$ cat src/rtl/bcdadd_pkg.sv
package bcdadd_pkg;

  typedef enum logic [1:0] {
    OP_ADD  = 2'd0,
    OP_ADDC = 2'd1,
    OP_DADJ = 2'd2,
    OP_HOLD = 2'd3
  } alu_op_e;

  typedef struct packed {
    logic cy;
    logic ac;
    logic ov;
  } flag_set_t;

  // decimal digit exceeds nine
  function automatic logic digit_over9(input logic [3:0] d);
    return d > 4'd9;
  endfunction

  // signed overflow from the two top carries
  function automatic logic ovf_from_carries(input logic c_pen, input logic c_top);
    return c_pen ^ c_top;
  endfunction

endpackage

$ cat src/rtl/bin_adder.sv
module bin_adder #(
  parameter int W = 8
) (
  input  logic [W-1:0] a_i,
  input  logic [W-1:0] b_i,
  input  logic         cin_i,
  output logic [W-1:0] sum_o,
  output logic         c_top_o,
  output logic         c_pen_o,
  output logic         c_half_o
);
  localparam int H = W / 2;

  logic [W:0]   full_s;
  logic [W-1:0] pen_s;
  logic [H:0]   half_s;

  assign full_s = {1'b0, a_i} + {1'b0, b_i} + {{W{1'b0}}, cin_i};
  assign pen_s  = {1'b0, a_i[W-2:0]} + {1'b0, b_i[W-2:0]} + {{(W-1){1'b0}}, cin_i};
  assign half_s = {1'b0, a_i[H-1:0]} + {1'b0, b_i[H-1:0]} + {{H{1'b0}}, cin_i};

  assign sum_o    = full_s[W-1:0];
  assign c_top_o  = full_s[W];
  assign c_pen_o  = pen_s[W-1];
  assign c_half_o = half_s[H];
endmodule

$ cat src/rtl/dec_adjust.sv
module dec_adjust import bcdadd_pkg::*; #(
  parameter int W = 8
) (
  input  logic [W-1:0] acc_i,
  input  logic         cy_i,
  input  logic         ac_i,
  output logic [W-1:0] res_o,
  output logic         cy_o
);
  localparam int NIB = 4;
  localparam int ND  = W / NIB;

  logic [W-1:0] val    [ND+1];
  logic [ND:0]  cy_run;

  assign val[0]    = acc_i;
  assign cy_run[0] = cy_i;

  for (genvar g = 0; g < ND; g++) begin : g_digit
    logic [NIB-1:0] dig;
    logic           trig;
    logic [W:0]     ext;
    assign dig = val[g][NIB*g +: NIB];
    // lowest digit is triggered by the half carry, higher ones by the running carry
    if (g == 0) begin : g_lo
      assign trig = digit_over9(dig) | ac_i;
    end else begin : g_hi
      assign trig = digit_over9(dig) | cy_run[g];
    end
    assign ext          = {1'b0, val[g]} + (trig ? ((W+1)'(6) << (NIB*g)) : '0);
    assign val[g+1]     = ext[W-1:0];
    assign cy_run[g+1]  = cy_run[g] | ext[W];
  end

  assign res_o = val[ND];
  assign cy_o  = cy_run[ND];
endmodule

$ cat src/rtl/out_stage.sv
module out_stage #(
  parameter int BW      = 14,
  parameter bit REG_OUT = 1'b1
) (
  input  logic          clk,
  input  logic          rst_n,
  input  logic [BW-1:0] d_i,
  output logic [BW-1:0] q_o
);
  if (REG_OUT) begin : g_reg
    always_ff @(posedge clk or negedge rst_n) begin
      if (!rst_n) q_o <= '0;
      else        q_o <= d_i;
    end
  end else begin : g_comb
    assign q_o = d_i;
  end
endmodule

$ cat src/rtl/bcd_byte_adder.sv
module bcd_byte_adder import bcdadd_pkg::*; #(
  parameter int DATA_W  = 8,
  parameter bit REG_OUT = 1'b1
) (
  input  logic              clk,
  input  logic              rst_n,
  input  logic [1:0]        op_i,
  input  logic [DATA_W-1:0] acc_i,
  input  logic [DATA_W-1:0] src_i,
  input  logic              cy_i,
  input  logic              ac_i,
  output logic [DATA_W-1:0] res_o,
  output logic              cy_o,
  output logic              ac_o,
  output logic              ov_o,
  output logic              cy_we_o,
  output logic              ac_we_o,
  output logic              ov_we_o
);
  localparam int BUS_W = DATA_W + 6;

  alu_op_e op;
  assign op = alu_op_e'(op_i);

  // named internal events
  logic              add_cin;
  logic [DATA_W-1:0] add_sum;
  logic              carry7, carry6, carry3;
  logic [DATA_W-1:0] dadj_res;
  logic              dadj_cy;

  assign add_cin = (op == OP_ADDC) & cy_i;

  bin_adder #(.W(DATA_W)) u_add (
    .a_i(acc_i), .b_i(src_i), .cin_i(add_cin),
    .sum_o(add_sum), .c_top_o(carry7), .c_pen_o(carry6), .c_half_o(carry3)
  );

  dec_adjust #(.W(DATA_W)) u_dadj (
    .acc_i(acc_i), .cy_i(cy_i), .ac_i(ac_i),
    .res_o(dadj_res), .cy_o(dadj_cy)
  );

  logic [DATA_W-1:0] nxt_res;
  flag_set_t         nxt_flg, nxt_we;

  always_comb begin
    nxt_res = acc_i;
    nxt_flg = '0;
    nxt_we  = '0;
    unique case (op)
      OP_ADD, OP_ADDC: begin
        nxt_res = add_sum;
        nxt_flg = '{cy: carry7, ac: carry3, ov: ovf_from_carries(carry6, carry7)};
        nxt_we  = '{cy: 1'b1, ac: 1'b1, ov: 1'b1};
      end
      OP_DADJ: begin
        nxt_res    = dadj_res;
        nxt_flg.cy = dadj_cy;
        nxt_we.cy  = 1'b1;
      end
      default: begin
        nxt_res = acc_i;
      end
    endcase
  end

  logic [BUS_W-1:0] bus_d, bus_q;
  assign bus_d = {nxt_res, nxt_flg, nxt_we};

  out_stage #(.BW(BUS_W), .REG_OUT(REG_OUT)) u_out (
    .clk(clk), .rst_n(rst_n), .d_i(bus_d), .q_o(bus_q)
  );

  assign {res_o, cy_o, ac_o, ov_o, cy_we_o, ac_we_o, ov_we_o} = bus_q;
endmodule

$ cat config.mk
export PLATFORM = sky130hd
export DESIGN_NAME = bcd_byte_adder
export DESIGN_NICKNAME = d
export VERILOG_FILES = /design/src/rtl/bcdadd_pkg.sv /design/src/rtl/bin_adder.sv /design/src/rtl/dec_adjust.sv /design/src/rtl/out_stage.sv /design/src/rtl/bcd_byte_adder.sv
export SDC_FILE = /design/constraint.sdc
export NUM_CORES = 1
export LEC_CHECK = 0
export ABC_AREA = 1
export BUFFER_PORTS_ARGS = -buffer_cell sky130_fd_sc_hd__buf_2
export CAP_MARGIN = 20
export CORE_ASPECT_RATIO = 0.6
export CORE_UTILIZATION = 40
export DETAILED_ROUTE_END_ITERATION = 10
export PLACE_DENSITY = 0.7
export RECOVER_POWER = 25
export SETUP_SLACK_MARGIN = 0.1
export SKIP_LAST_GASP = 1
export SYNTH_ARGS = -nofsm -noshare
export SYNTH_HDL_FRONTEND = slang
export SYNTH_SLANG_ARGS = --single-unit
$ cat constraint.sdc
create_clock -name clk -period 0.9 [get_ports clk]
set_input_delay 0.09 -clock clk [delete_from_list [all_inputs] [get_ports clk]]
set_output_delay 0.09 -clock clk [all_outputs]
set_load 0.03 [all_outputs]
==> metrics <==
outcome=complete, but fails checks; failing checks=setup timing; Post-synth EDFFs=0; area occupied by multi-input gates=905.9 um^2; placed inst area=0.001769 mm^2; row cnt=14; Die X=72.34 um; asr flop ratio synth=100.0%; Least-Margin Pin Slew=0.2708 ns; global-route wire length before repair=5699 um; Clock Tree Root=clkbuf_8; clock share of power=19.6%; CTS tree=done; total track usage=23.23%; dpl hpwl=2738 um; clock-pin slew on the worst setup and hold paths=0.05 ns; antenna viol nets, final=0; Synth top area share=27.40%; XOR/XNOR Fraction of Synth Area=0%; final instance area=0.002142 mm^2; Ys Warns=0; Post-Synthesis Cells=166; most common cell after layout, fill and taps aside=nand2_1; final critical-path required period=2.270 ns; Ports=36; initial DRC count=48; Hold Path Stages=3; buffer depth of the longest clock path=2; Setup CP Type=in2reg; grt ovf=0; RSZ-0062 raised after global routing=true; hold path start=acc_i[0]; Yosys top cell by area=dfrtp_1; clock sinks=13; largest family of logic cells by synthesized area=simple AND/OR/NAND/NOR gates; Hold Path Class=in2reg; critical path peak fanout=3; final core utilization=80.45%; layout cells sized above 1=54.15%; Logic pwr share=52.7%; setup TNS=-7.482 ns; Placed Cells incl. Taps=279; Residual DRC=0; Syn-to-layout area delta=80.40%; worst setup margin=-1.370 ns; fillers=169; final setup violation count=10; Register Area=325.3 um^2; # port buffers=35; ys flop type=dfrtp_1; Critical Path End Type=flip-flop; mux contribution to synthesized area=0%; WL per Instance=12.98 um; vias post-DR=1412; vias in the first global route=1410; Yosys reg bits=13; simple-gate share of the synthesized area=34.67%; H-tree depth=1; CP Data Required Time=1.07 ns; leakage power=1.137 nW; Via-to-Cell Ratio=4.819; die area=0.003198 mm^2; Post-Synth Adder-Cell Area=18.34%; Num CTS Buffers=3; maxcap violations=0; synthesized cell area=0.001187 mm^2; routability cong.=0.8489; Synth Area in Compound Gates=9.273%; sw frac=36.23%; register name with the most flops=u_out.q_o; largest net degree at the start of global routing=14; final hold violations=0; Slew headroom=81.94%; die height=44.21 um; net count after synthesis=203; Yosys cell types=25; Final Power=0.002497 W; Largest regs=u_out.q_o x13; core area=0.002663 mm^2; mean area per synthesized cell=7.153 um^2; Sequential Power Share=27.6%; VDD IR max=0.7070 mV; synth top area cells=dfrtp_1, nand2_1, ha_1, inv_1, nand3_1; internal power=0.001592 W; hold endpoint=u_out.q_o[6]; DR pass1 iterations=4; Crit. Startpoint=acc_i[1]; Cell Count, Final, Fillers Out=293; Arr. time, crit path=2.44 ns; Initial Utilization=44.60%; initial antenna violation count=0; most frequent cells in the layout=nand2_1, buf_4, buf_6; drt total wl=3803 um; switching pwr=0.0009049 W; max FFs per register=13; Seq/Total Area, Yosys=27.40%; Worst Setup Start Kind=input pin; Slew Limit Fails=0; FMAX=440.6 MHz; PD cells=1166 mW/mm^2; fin crit share=252.2%; ANT cells=0; Final nets=291
-- critical path, stage by stage --
cell and delay, ns:
buf_6 0.10, nor2_4 0.11, o21bai_4 0.08, ha_4 0.17, fa_2 0.34, nand2_2 0.10
nor2_4 0.04, or2_1 0.21, o21ai_2 0.06, nand2_1 0.06, nand2_1 0.06, nand2_2 0.08
ha_4 0.17, fa_2 0.52, nand2_1 0.05, o21ai_1 0.08, inv_1 0.05, nand2_1 0.06
-- repair_timing --
action                     in CTS  in global routing
gates cloned                    0                  0
setup buffers                   6                  6
gates resized for setup        47                 21
hold endpoints to repair       13                  0
setup endpoints to repair      24                 24
hold buffers                    1                  0
pin swaps                      18                 17
-- metrics by stage --
stage          hold WS [ns]  worst slack, ns
2_1_floorplan       -0.2056           -1.416
3_5_place_dp       -0.02102           -1.707
6_report             0.1021           -1.370
4_1_cts              0.1016           -1.385
3_3_place_gp       -0.02854           -1.601
5_1_grt              0.1324           -1.476
-- layout make-up --
class                      instances  share of cell area (%)
timing repair buffer              85                   32.94
inverter                          28                   5.140
multi-input combinational        123                   42.29
sequential                        13                   15.19
tap                               40                   2.336
clock buffer                       4                   2.103
-- cells in the mapped netlist, types with 3 or more instances --
cell and number:
dfrtp_1 13, a21oi_1 5, nand2_2 6, o21ai_0 3, nor2_1 6, nand2_1 52
ha_1 11, fa_1 4, nand3_1 19, inv_1 26
-- cell families after synthesis --
| kind of cell | count (synthesis) |
|---|---|
| buf+inv | 30 |
| fa+ha+maj | 15 |
| compound gates | 17 |
| simple gates | 91 |
| flops | 13 |
-- how the worst max path moves through the flow --
stage,end,slack [ns],cells after the start
2_1_floorplan,u_out.q_o[13],-1.42,17
3_3_place_gp,u_out.q_o[13],-1.60,18
3_5_place_dp,u_out.q_o[13],-1.71,18
4_1_cts,u_out.q_o[12],-1.39,18
5_1_grt,u_out.q_o[12],-1.48,18
6_report,u_out.q_o[12],-1.37,18
-- power groups by stage --
stage / clock (W) / sequential (W) / combinational [W]
6_report: 0.000490 / 0.000690 / 0.00132
3_5_place_dp: 0 / 0.000682 / 0.00102
4_1_cts: 0.000501 / 0.000691 / 0.00119
2_1_floorplan: 0 / 0.000831 / 0.000446
5_1_grt: 0.000516 / 0.000696 / 0.00142
3_3_place_gp: 0 / 0.000677 / 0.000992
-- per-layer routing --
layer	wire, um	global-route usage, %
met4	32	6.275
met5	0	0
met2	1918	44.49
met3	149	1.367
met1	1702	28.87
No activity file was read; power rests on OpenSTA's default activity.
